--- src/rtl/cfgwin_pkg.sv ---
package cfgwin_pkg;

    localparam int WORD_W = 16;
    localparam int BYTE_W = 8;
    localparam int IDX_W  = 3;
    localparam int N_IDX  = 7;
    localparam int N_BANK = 2;
    localparam int PTR_W  = 8;

    // pointer layout: flag, spare bits, bank select, index
    typedef struct packed {
        logic             autoinc;
        logic [2:0]       spare;
        logic             bank;
        logic [IDX_W-1:0] idx;
    } ptr_t;

    typedef enum logic [IDX_W-1:0] {
        IX_CMD_BASE = 3'd0,
        IX_GENERAL  = 3'd1,
        IX_RA_LO    = 3'd2,
        IX_RA_CFG   = 3'd3,
        IX_CTL_BASE = 3'd4,
        IX_DATA_TIM = 3'd5,
        IX_CMD_TIM  = 3'd6,
        IX_VOID     = 3'd7
    } idx_e;

    function automatic logic is_word(input logic [IDX_W-1:0] i);
        return (i == IX_CMD_BASE) || (i == IX_CTL_BASE);
    endfunction

    function automatic logic is_readable(input logic [IDX_W-1:0] i);
        return (i != IX_RA_LO) && (i != IX_RA_CFG) && (i != IX_VOID);
    endfunction

    function automatic logic [IDX_W-1:0] next_idx(input logic [IDX_W-1:0] i);
        return (i >= IDX_W'(N_IDX - 1)) ? '0 : i + 1'b1;
    endfunction

    function automatic logic [WORD_W-1:0] reset_val(input logic sec,
                                                    input logic [IDX_W-1:0] i);
        logic [WORD_W-1:0] v;
        case (i)
            IX_CMD_BASE: v = sec ? 16'h0170 : 16'h01F0;
            IX_GENERAL:  v = 16'h0001;
            IX_CTL_BASE: v = sec ? 16'h0376 : 16'h03F6;
            IX_DATA_TIM: v = 16'h00F5;
            IX_CMD_TIM:  v = 16'h00DE;
            default:     v = '0;
        endcase
        return v;
    endfunction

endpackage

--- src/rtl/cfgwin_ptr.sv ---
module cfgwin_ptr
    import cfgwin_pkg::*;
#(
    parameter int PW = PTR_W
) (
    input  logic          clk,
    input  logic          rst,
    input  logic          ld,
    input  logic [PW-1:0] ld_data,
    input  logic          step,
    output ptr_t          ptr_o
);

    ptr_t q;

    always_ff @(posedge clk) begin
        if (rst) begin
            q <= '0;
        end else if (ld) begin
            q <= ptr_t'(ld_data);
        end else if (step && q.autoinc) begin
            q.idx <= next_idx(q.idx);
        end
    end

    assign ptr_o = q;

    AST_IDX_WRAP: assert property (@(posedge clk) disable iff (rst)
        (step && !ld && q.autoinc && q.idx >= 3'd6) |=> (q.idx == 3'd0));

    AST_IDX_HOLD: assert property (@(posedge clk) disable iff (rst)
        (step && !ld && !q.autoinc) |=> $stable(q));

endmodule

--- src/rtl/cfgwin_bank.sv ---
module cfgwin_bank
    import cfgwin_pkg::*;
#(
    parameter logic SEC_BANK = 1'b0,
    parameter int   DW       = WORD_W,
    parameter int   BW       = BYTE_W,
    parameter int   NI       = N_IDX
) (
    input  logic                   clk,
    input  logic                   rst,
    input  logic                   wr_en,
    input  logic [IDX_W-1:0]       wr_idx,
    input  logic [DW-1:0]          wr_data,
    input  logic [IDX_W-1:0]       rd_idx,
    output logic [NI-1:0][DW-1:0]  regs_o,
    output logic [DW-1:0]          rd_val_o
);

    // each register is sized to its own width; byte ones are zero-padded
    for (genvar g = 0; g < NI; g++) begin : g_reg
        localparam logic [IDX_W-1:0] IX = IDX_W'(g);
        localparam int               SW = is_word(IX) ? DW : BW;
        localparam logic [DW-1:0]    RV = reset_val(SEC_BANK, IX);

        logic [SW-1:0] q;

        always_ff @(posedge clk) begin
            if (rst) begin
                q <= RV[SW-1:0];
            end else if (wr_en && wr_idx == IX) begin
                q <= wr_data[SW-1:0];
            end
        end

        if (SW < DW) begin : g_pad
            assign regs_o[g] = {{(DW-SW){1'b0}}, q};
        end else begin : g_full
            assign regs_o[g] = q;
        end
    end

    always_comb begin
        rd_val_o = '0;
        for (int k = 0; k < NI; k++) begin
            if (rd_idx == IDX_W'(k) && is_readable(IDX_W'(k))) begin
                rd_val_o = regs_o[k];
            end
        end
    end

endmodule

--- src/rtl/cfgwin_top.sv ---
module cfgwin_top
    import cfgwin_pkg::*;
(
    input  logic        clk,
    input  logic        rst,
    input  logic        bus_addr,
    input  logic        bus_wr,
    input  logic        bus_rd,
    input  logic [15:0] bus_wdata,
    output logic [15:0] bus_rdata,
    output logic [31:0] cmd_base_o,
    output logic [31:0] ctl_base_o,
    output logic [15:0] gen_cfg_o,
    output logic [15:0] ra_count_lo_o,
    output logic [15:0] ra_cfg_o,
    output logic [15:0] data_tim_o,
    output logic [15:0] ctl_tim_o,
    output logic [1:0]  port_en_o,
    output logic [1:0]  dma_en_o,
    output logic [1:0]  drv_rst_o
);

    localparam logic A_PTR = 1'b1;
    localparam int   PAD_W = WORD_W - PTR_W;

    logic ptr_wr, ptr_rd, dat_wr, dat_rd;
    ptr_t ptr;

    assign ptr_wr = bus_wr &&  (bus_addr == A_PTR);
    assign dat_wr = bus_wr &&  (bus_addr != A_PTR);
    assign ptr_rd = bus_rd && !bus_wr && (bus_addr == A_PTR);
    assign dat_rd = bus_rd && !bus_wr && (bus_addr != A_PTR);

    cfgwin_ptr u_ptr (
        .clk     (clk),
        .rst     (rst),
        .ld      (ptr_wr),
        .ld_data (bus_wdata[PTR_W-1:0]),
        .step    (dat_wr || dat_rd),
        .ptr_o   (ptr)
    );

    logic [N_BANK-1:0][N_IDX-1:0][WORD_W-1:0] bank_regs;
    logic [N_BANK-1:0][WORD_W-1:0]            bank_rd;

    for (genvar b = 0; b < N_BANK; b++) begin : g_bank
        cfgwin_bank #(.SEC_BANK(1'(b))) u_bank (
            .clk      (clk),
            .rst      (rst),
            .wr_en    (dat_wr && (ptr.bank == 1'(b))),
            .wr_idx   (ptr.idx),
            .wr_data  (bus_wdata),
            .rd_idx   (ptr.idx),
            .regs_o   (bank_regs[b]),
            .rd_val_o (bank_rd[b])
        );

        assign cmd_base_o[b*WORD_W +: WORD_W]    = bank_regs[b][IX_CMD_BASE];
        assign ctl_base_o[b*WORD_W +: WORD_W]    = bank_regs[b][IX_CTL_BASE];
        assign gen_cfg_o[b*BYTE_W +: BYTE_W]     = bank_regs[b][IX_GENERAL][BYTE_W-1:0];
        assign ra_count_lo_o[b*BYTE_W +: BYTE_W] = bank_regs[b][IX_RA_LO][BYTE_W-1:0];
        assign ra_cfg_o[b*BYTE_W +: BYTE_W]      = bank_regs[b][IX_RA_CFG][BYTE_W-1:0];
        assign data_tim_o[b*BYTE_W +: BYTE_W]    = bank_regs[b][IX_DATA_TIM][BYTE_W-1:0];
        assign ctl_tim_o[b*BYTE_W +: BYTE_W]     = bank_regs[b][IX_CMD_TIM][BYTE_W-1:0];
        assign port_en_o[b] = bank_regs[b][IX_GENERAL][0];
        assign drv_rst_o[b] = bank_regs[b][IX_GENERAL][6];
        assign dma_en_o[b]  = bank_regs[b][IX_GENERAL][7];
    end

    always_ff @(posedge clk) begin
        if (rst) begin
            bus_rdata <= '0;
        end else if (dat_rd) begin
            bus_rdata <= bank_rd[ptr.bank];
        end else if (ptr_rd) begin
            bus_rdata <= {{PAD_W{1'b0}}, ptr};
        end
    end

    AST_PTR_ECHO: assert property (@(posedge clk) disable iff (rst)
        ptr_rd |=> (bus_rdata == {8'h00, $past(ptr)}));

    AST_BANK_ISOLATE: assert property (@(posedge clk) disable iff (rst)
        (dat_wr && !ptr.bank) |=> ($stable(cmd_base_o[31:16]) && $stable(ctl_base_o[31:16])
                                   && $stable(gen_cfg_o[15:8]) && $stable(data_tim_o[15:8])));

    AST_RESET_STATE: assert property (@(posedge clk) disable iff (rst)
        $past(rst) |-> (cmd_base_o == 32'h0170_01F0 && ctl_base_o == 32'h0376_03F6
                        && data_tim_o == 16'hF5F5 && ctl_tim_o == 16'hDEDE
                        && port_en_o == 2'b11 && ptr == '0));

    AST_BYTE_UPPER: assert property (@(posedge clk) disable iff (rst)
        (dat_rd && !is_word(ptr.idx)) |=> (bus_rdata[15:8] == 8'h00));

    AST_HIDDEN_ZERO: assert property (@(posedge clk) disable iff (rst)
        (dat_rd && !is_readable(ptr.idx)) |=> (bus_rdata == 16'h0000));

    AST_RDATA_HOLD: assert property (@(posedge clk) disable iff (rst)
        !(dat_rd || ptr_rd) |=> $stable(bus_rdata));

endmodule

--- config.mk ---
export PLATFORM = sky130hd
export DESIGN_NAME = cfgwin_top
export DESIGN_NICKNAME = d
export VERILOG_FILES = /design/src/rtl/cfgwin_pkg.sv /design/src/rtl/cfgwin_ptr.sv /design/src/rtl/cfgwin_bank.sv /design/src/rtl/cfgwin_top.sv
export SDC_FILE = /design/constraint.sdc
export NUM_CORES = 1
export LEC_CHECK = 0
export BUFFER_PORTS_ARGS = -buffer_cell sky130_fd_sc_hd__buf_2
export CAP_MARGIN = 15
export CORE_MARGIN = 3
export CORE_UTILIZATION = 45
export CTS_BUF_LIST = sky130_fd_sc_hd__clkbuf_16
export DETAILED_ROUTE_END_ITERATION = 8
export GPL_ROUTABILITY_DRIVEN = 0
export PLACE_DENSITY = 0.81
export SYNTH_ARGS = -nofsm -noshare
export SYNTH_HDL_FRONTEND = slang
export SYNTH_SLANG_ARGS = --single-unit
--- constraint.sdc ---
create_clock -name clk -period 3.4 [get_ports clk]
set_input_delay 0.34 -clock clk [delete_from_list [all_inputs] [get_ports clk]]
set_output_delay 0.34 -clock clk [all_outputs]
set_load 0.05 [all_outputs]
==> results of run 1 <==
[area by class of cell]
class / count / share of cell area
multi-input combinational: 634 / 0.4010
sequential: 168 / 0.3859
timing repair buffer: 193 / 0.1131
clock buffer: 17 / 0.04882
tap: 211 / 0.03029
clock inverter: 15 / 0.01608
inverter: 11 / 0.004738
[flip-flops by register name, indices dropped and copies added (netlist names)]
name / count
g_bank.u_bank.g.q: 144
bus_rdata: 16
u_ptr.ptr_o: 8
[layer usage]
layer / routed length (um) / GRT usage / up-vias
met3: 2496 / 0.06458 / 37
li1: - / - / 3331
met5: 0 / 0 / -
met2: 11580 / 0.4357 / 403
met4: 455 / 0.07771 / 0
met1: 9866 / 0.3545 / 3445
[placed cells by master, fill, tap and decap left out, types with 16 or more instances in the layout]
cell	count
a221o_1	16
nor2_1	49
a21oi_1	98
o21ai_0	31
nand3_1	57
clkbuf_16	17
buf_2	185
dfxtp_1	168
nand2_1	239
mux2i_1	47
[report_power, final]
part	switching (uW)	internal, uW	total, uW	leakage, uW
clock	852	1020	1880	0.000280
sequential	37.7	2000	2040	0.00136
combinational	421	145	567	0.00196
total	1310	3180	4490	0.00360
[worst reg2reg max path: stages, from the launching register on]
cell	delay, ns
dfxtp_1	0.35
inv_1	0.12
ha_1	0.84
nand2_1	0.51
nor3_1	0.31
a211oi_1	0.07
a311oi_1	0.28
[metrics by stage]
step           cells  utilization
6_report        1249       0.5608
5_1_grt         1249       0.5608
4_1_cts         1249       0.5608
3_5_place_dp    1217       0.5244
3_3_place_gp    1217       0.5244
2_1_floorplan    893            -
[cell families (layout without fill, tap and decap cells)]
family	Yosys count	count (layout)	synth area share
AND/OR/NAND/NOR	388	388	0.2367
AO/OA/AOI/OAI	193	193	0.1659
flip-flops	168	168	0.4607
buffers and inverters	91	236	0.06051
multiplexers	48	48	0.06753
adder cells (fa/ha/maj)	5	5	0.008570
[Yosys cell counts (all sizes together), types with 3 or more instances]
master and number:
a32oi 8, a41oi 3, nand2 240, and2 3, a31oi 3, nand2b 4
nand3b 5, a221oi 4, nor2b 9, a311oi 5, a221o 16, nand3 58
a22oi 5, a211oi 4, clkbuf 38, a211o 6, nor2 53, o21ai 31
inv 11, a21oi 98, ha 5, and3 7, dfxtp 168, nor3 5
buf 42, mux2i 47
[path summary, 6_finish.rpt]
check / end / slack [ns] / cells after the start / start
max: bus_rdata[1]$_SDFFE_PP0P_ / 0.81 / 6 / u_ptr.ptr_o[0]$_SDFFE_PP0P_
min: g_bank[1].u_bank.g_reg[3].q[2]$_SDFFE_PP0P_ / 0.17 / 2 / rst
max reg2reg: bus_rdata[1]$_SDFFE_PP0P_ / 0.81 / 6 / u_ptr.ptr_o[0]$_SDFFE_PP0P_
min reg2reg: g_bank[0].u_bank.g_reg[3].q[5]$_SDFFE_PP0P_ / 0.46 / 2 / g_bank[0].u_bank.g_reg[3].q[5]$_SDFFE_PP0P_
==> reports/summary.txt, run 1 <==
Ys flop type -> dfxtp_1
Multi-input logic area -> 3495 um2
Number of flops mapped to enable cells by yosys -> 0
First-pass GRT wire length -> 37490 um
Final hold vios -> 0
Total Routing Usage GR -> 0.2673
Achievable Freq -> 0.3866 GHz
Synth area leader -> dfxtp_1
Layout fillers -> 1469
Post-synth top area share -> 0.4607
Seq/Total Area, Yosys -> 0.4607
Register bit total from synthesis -> 168
Fraction of layout cells with a size suffix above 1 -> 0.2351
Area grow syn2layout -> 19.39%
H-tree levels -> 4
# nets final -> 1051
Via count -> 7216
Mapped Area -> 7300 um2
Antenna diodes -> 0
Num rows -> 45
Iteration-0 DRC count of the detailed router -> 997
CP delay by family, top -> adder cells
Final Power -> 4486 uW
Period utilization -> 0.7608
Max-slew headroom at the worst pin -> 0.1919
Routed wire per std cell -> 19.53 um
Worst Clk Skew -> 0.01107 ns
Critical path class -> flip-flop to flip-flop
CP Cell Sequence -> inv_1 > ha_1 > nand2_1 > nor3_1 > a211oi_1 > a311oi_1
Setup violators final -> 0
Final worst slack -> 0.8134 ns
Vias in the first global route -> 6598
CP startpoint kind -> flip-flop
Post-synthesis cell type count -> 48
WP buf/inv -> 1
Die W -> 133.4 um
Top cells by area, synth -> dfxtp_1 46%, nand2_1 12%, a21oi_1 6.7%, mux2i_1 6.4%, nand3_1 3.9%
CP Max Fanout -> 32
Pre-CTS setup slack -> 0.8844 ns
Total power density per cell area -> 514.8 nW/um2
Post-Syn Nets -> 919
Min Hold Slack -> 0.1685 ns
Worst-Margin Slew -> 1.212 ns
DRT Pass-1 Iters -> 5
Critical Path End Type -> flip-flop
DPL Wire Length -> 16600 um
Core footprint -> 15540 um2
DRT antenna net count -> 0
Final setup TNS -> 0 ns
Die H -> 133.4 um
Hold WC Path Type -> input pin to flip-flop
CTS Hold Buffers Added -> 0
Min cycle time layout -> 2.587 ns
Vias per inst -> 5.777
Slowest cell on the critical path -> ha_1
Synthesized instance count -> 893
Status -> finished clean
CTS Sinks -> 168
Area of all placed cells without fillers -> 8715 um2
Leak -> 0.003603 uW
Post-cts resize count -> 0
Register area -> 3363 um2
Data required, critical path -> 3.73 ns
Starting Density -> 0.4697
Yosys warning count -> 0
Clk root buf -> clkbuf_16
CP arrival -> 2.92 ns
CTS Buf Count -> 17
Largest net degree at the start of global routing -> 111
Clock Tree Buf Depth -> 2
Clock Latency Late Sink -> 0.43 ns
Async SR Flop Fraction -> 0
Max-cap violations -> 0
Clock transition at path regs -> 0.07 ns
Unrepaired setup endpoints after global routing -> false
Drt drc -> 0
Max Slew Vio Count -> 0
Gr ovfl total -> 0
CTS tree -> done
Final WL -> 24400 um
# port buffers -> 186
# IOs -> 187
Initial antenna violation count -> 0
VDD IR max -> 0.3823 mV
Post-CTS setup buffer count -> 0
Critical path's largest stage delay -> 0.84 ns
Placed Area -> 8149 um2
Die area -> 17780 um2
Syn_area_per_cell -> 8.174 um2
Power figures use the tool's default switching activity.
==> inputs of run 2 (changes only) <==
Clock period 3.4 ns to 2.5 ns, I/O delays scaled along.
==> run 2 against run 1 <==
Against the previous run:
- count of clock-buffer cells in the layout unchanged
- global-route usage about the same
- setup slack got worse by 0.53 ns
- total power is 39% higher
- utilization increased by 0.93 points
- wire length decreased by 0.16%
- sequential share of layout area shrank 0.63 points
- register-to-register slack lost 0.53 ns
- largest cell class unchanged
- largest power group unchanged
==> reports/summary.txt, run 2 (same netlist as run 1, synthesis figures left out) <==
Achievable Freq -> 0.4518 GHz
First-pass GRT wire length -> 37250 um
Pre-CTS setup slack -> 0.3585 ns
Commonest cells after routing, fill and taps aside -> 239 x nand2_1, 185 x buf_2, 168 x dfxtp_1
Starting Density -> 0.4697
CTS Buf Count -> 17
Post-cts resize count -> 0
Drt drc -> 0
Most flops, register -> g_bank.u_bank.g.q
DRT Pass-1 Iters -> 6
Vias per inst -> 5.745
Critical Path End Type -> flip-flop
Worst-Margin Slew -> 0.7323 ns
Clk root buf -> clkbuf_16
CTS Sinks -> 168
CP Max Fanout -> 18
Min cycle time layout -> 2.213 ns
Clock Tree Buf Depth -> 2
Power share of the sequential group -> 0.447
# IOs -> 187
Slowest cell on the critical path -> nand2_1
Worst Reg2Reg Path Length in Cells -> 8
Leak -> 0.003682 uW
CP most frequent cell -> nand2_1
Antenna diodes -> 0
CTS Hold Buffers Added -> 0
CP Cell Sequence -> inv_1 > ha_1 > inv_2 > nor2_2 > buf_4 > nand2_1 > nand2_1 > nand3_1
Data required, critical path -> 2.78 ns
Via count -> 7250
Gr ovfl total -> 0
Unrepaired setup endpoints after global routing -> false
# port buffers -> 186
CP arrival -> 2.49 ns
Final setup TNS -> 0 ns
Comb pwr share -> 0.128
Power share of the clock group -> 0.425
Max FFs per register -> 144
Max-cap violations -> 0
Worst Clk Skew -> 0.01190 ns
CTS tree -> done
Register-to-register path setup slack -> 0.29 ns
DPL Wire Length -> 16770 um
Period utilization -> 0.8853
Hold depth -> 3
Num rows -> 45
Fraction of layout cells with a size suffix above 1 -> 0.2436
Largest net degree at the start of global routing -> 121
Total Routing Usage GR -> 0.2671
Final hold vios -> 0
Commonest non-fill, non-tap cell in the layout -> nand2_1
Critical path class -> flip-flop to flip-flop
Setup violators final -> 0
Non-filler cells, final -> 1262
Vias in the first global route -> 6628
H-tree levels -> 4
Max Slew Vio Count -> 0
Die H -> 133.4 um
DRT antenna net count -> 0
Min Hold Slack -> 0.1016 ns
VDD IR max -> 0.5001 mV
Final worst slack -> 0.2869 ns
Routed wire per std cell -> 19.30 um
Final WL -> 24360 um
Placed cells -> 1230
Pint -> 4435 uW
Status -> finished clean
Total power density per cell area -> 701.6 nW/um2
Clock transition at path regs -> 0.07 ns
Critical path's largest stage delay -> 0.43 ns
Worst Hold End -> g_bank[0].u_bank.g_reg[4].q[8]$_SDFFE_PP1P_
Iteration-0 DRC count of the detailed router -> 994
Max-slew headroom at the worst pin -> 0.5113
Core footprint -> 15540 um2
CP startpoint kind -> flip-flop
Switching part of the total -> 0.2865
Die W -> 133.4 um
Post-CTS setup buffer count -> 0
Area grow syn2layout -> 21.37%
Worst r2r dst -> g_bank[1].u_bank.g_reg[4].q[1]$_SDFFE_PP1P_
Clock Latency Late Sink -> 0.43 ns
NetSw -> 1781 uW
# nets final -> 1064
Worst r2r src -> u_ptr.ptr_o[0]$_SDFFE_PP0P_
Initial antenna violation count -> 0
Hold WC Path Type -> input pin to flip-flop
Die area -> 17780 um2
Hold Crit Start -> bus_wdata[8]
[run 2: cell count changes in the layout (fill, tap and decap cells not counted)]
cell	previous run	this run
buf_12	0	2
buf_4	8	19
bufinv_16	1	2
clkinv_1	0	1
clkinv_2	3	1
clkinvlp_4	1	2
inv_6	8	7
[run 2: metal layers]
metal,vias to the layer above,GRT usage,wire length [um]
met1,3382,0.3540,9637
met5,-,0,0
met3,59,0.07137,2676
met4,0,0.1086,647
met2,458,0.4151,11400
li1,3351,-,-
[run 2: critical path: cells and delay by family, from the launching register on]
| family | cells | cell delay [ns] |
|---|---|---|
| simple gates | 4 | 0.81 |
| buf+inv | 3 | 0.52 |
| fa+ha+maj | 1 | 0.37 |
| flops | 1 | 0.36 |
[run 2: how the worst max path moves through the flow]
stage,start,to,cells after the start
final,u_ptr.ptr_o[0]$_SDFFE_PP0P_,g_bank[1].u_bank.g_reg[4].q[1]$_SDFFE_PP1P_,8
after global routing,u_ptr.ptr_o[0]$_SDFFE_PP0P_,g_bank[1].u_bank.g_reg[4].q[9]$_SDFFE_PP1P_,8
after CTS,u_ptr.ptr_o[0]$_SDFFE_PP0P_,g_bank[1].u_bank.g_reg[4].q[1]$_SDFFE_PP1P_,8
after detailed placement,u_ptr.ptr_o[0]$_SDFFE_PP0P_,bus_rdata[11]$_SDFFE_PP0P_,7
after global placement,u_ptr.ptr_o[0]$_SDFFE_PP0P_,g_bank[1].u_bank.g_reg[4].q[1]$_SDFFE_PP1P_,8
after floorplan,u_ptr.ptr_o[0]$_SDFFE_PP0P_,bus_rdata[13]$_SDFFE_PP0P_,9
[run 2: area by class of cell]
class | count | area (um2)
Clock inverter | 15 | 162.7
Multi-Input combinational cell | 634 | 3495
Clock buffer | 17 | 425.4
Timing Repair Buffer | 206 | 1109
Tap cell | 211 | 264.0
Inverter | 11 | 41.29
Fill cell | 1409 | 6680
Sequential cell | 168 | 3363
[run 2: power groups by stage]
stage / logic [uW] / registers, uW / clock network (uW)
2_1_floorplan: 427 / 2970 / 0
3_3_place_gp: 769 / 2830 / 0
3_5_place_dp: 779 / 2840 / 0
4_1_cts: 783 / 2780 / 2660
5_1_grt: 850 / 2780 / 2790
6_report: 797 / 2780 / 2640
[run 2: through the flow]
stage                     cell area (um2)  power, uW    util
after floorplan                      7300       3393       -
after global placement               8272       3603  0.5323
after detailed placement             8272       3615  0.5323
after CTS                            8860       6221  0.5701
after global routing                 8860       6419  0.5701
final                                8860       6216  0.5701
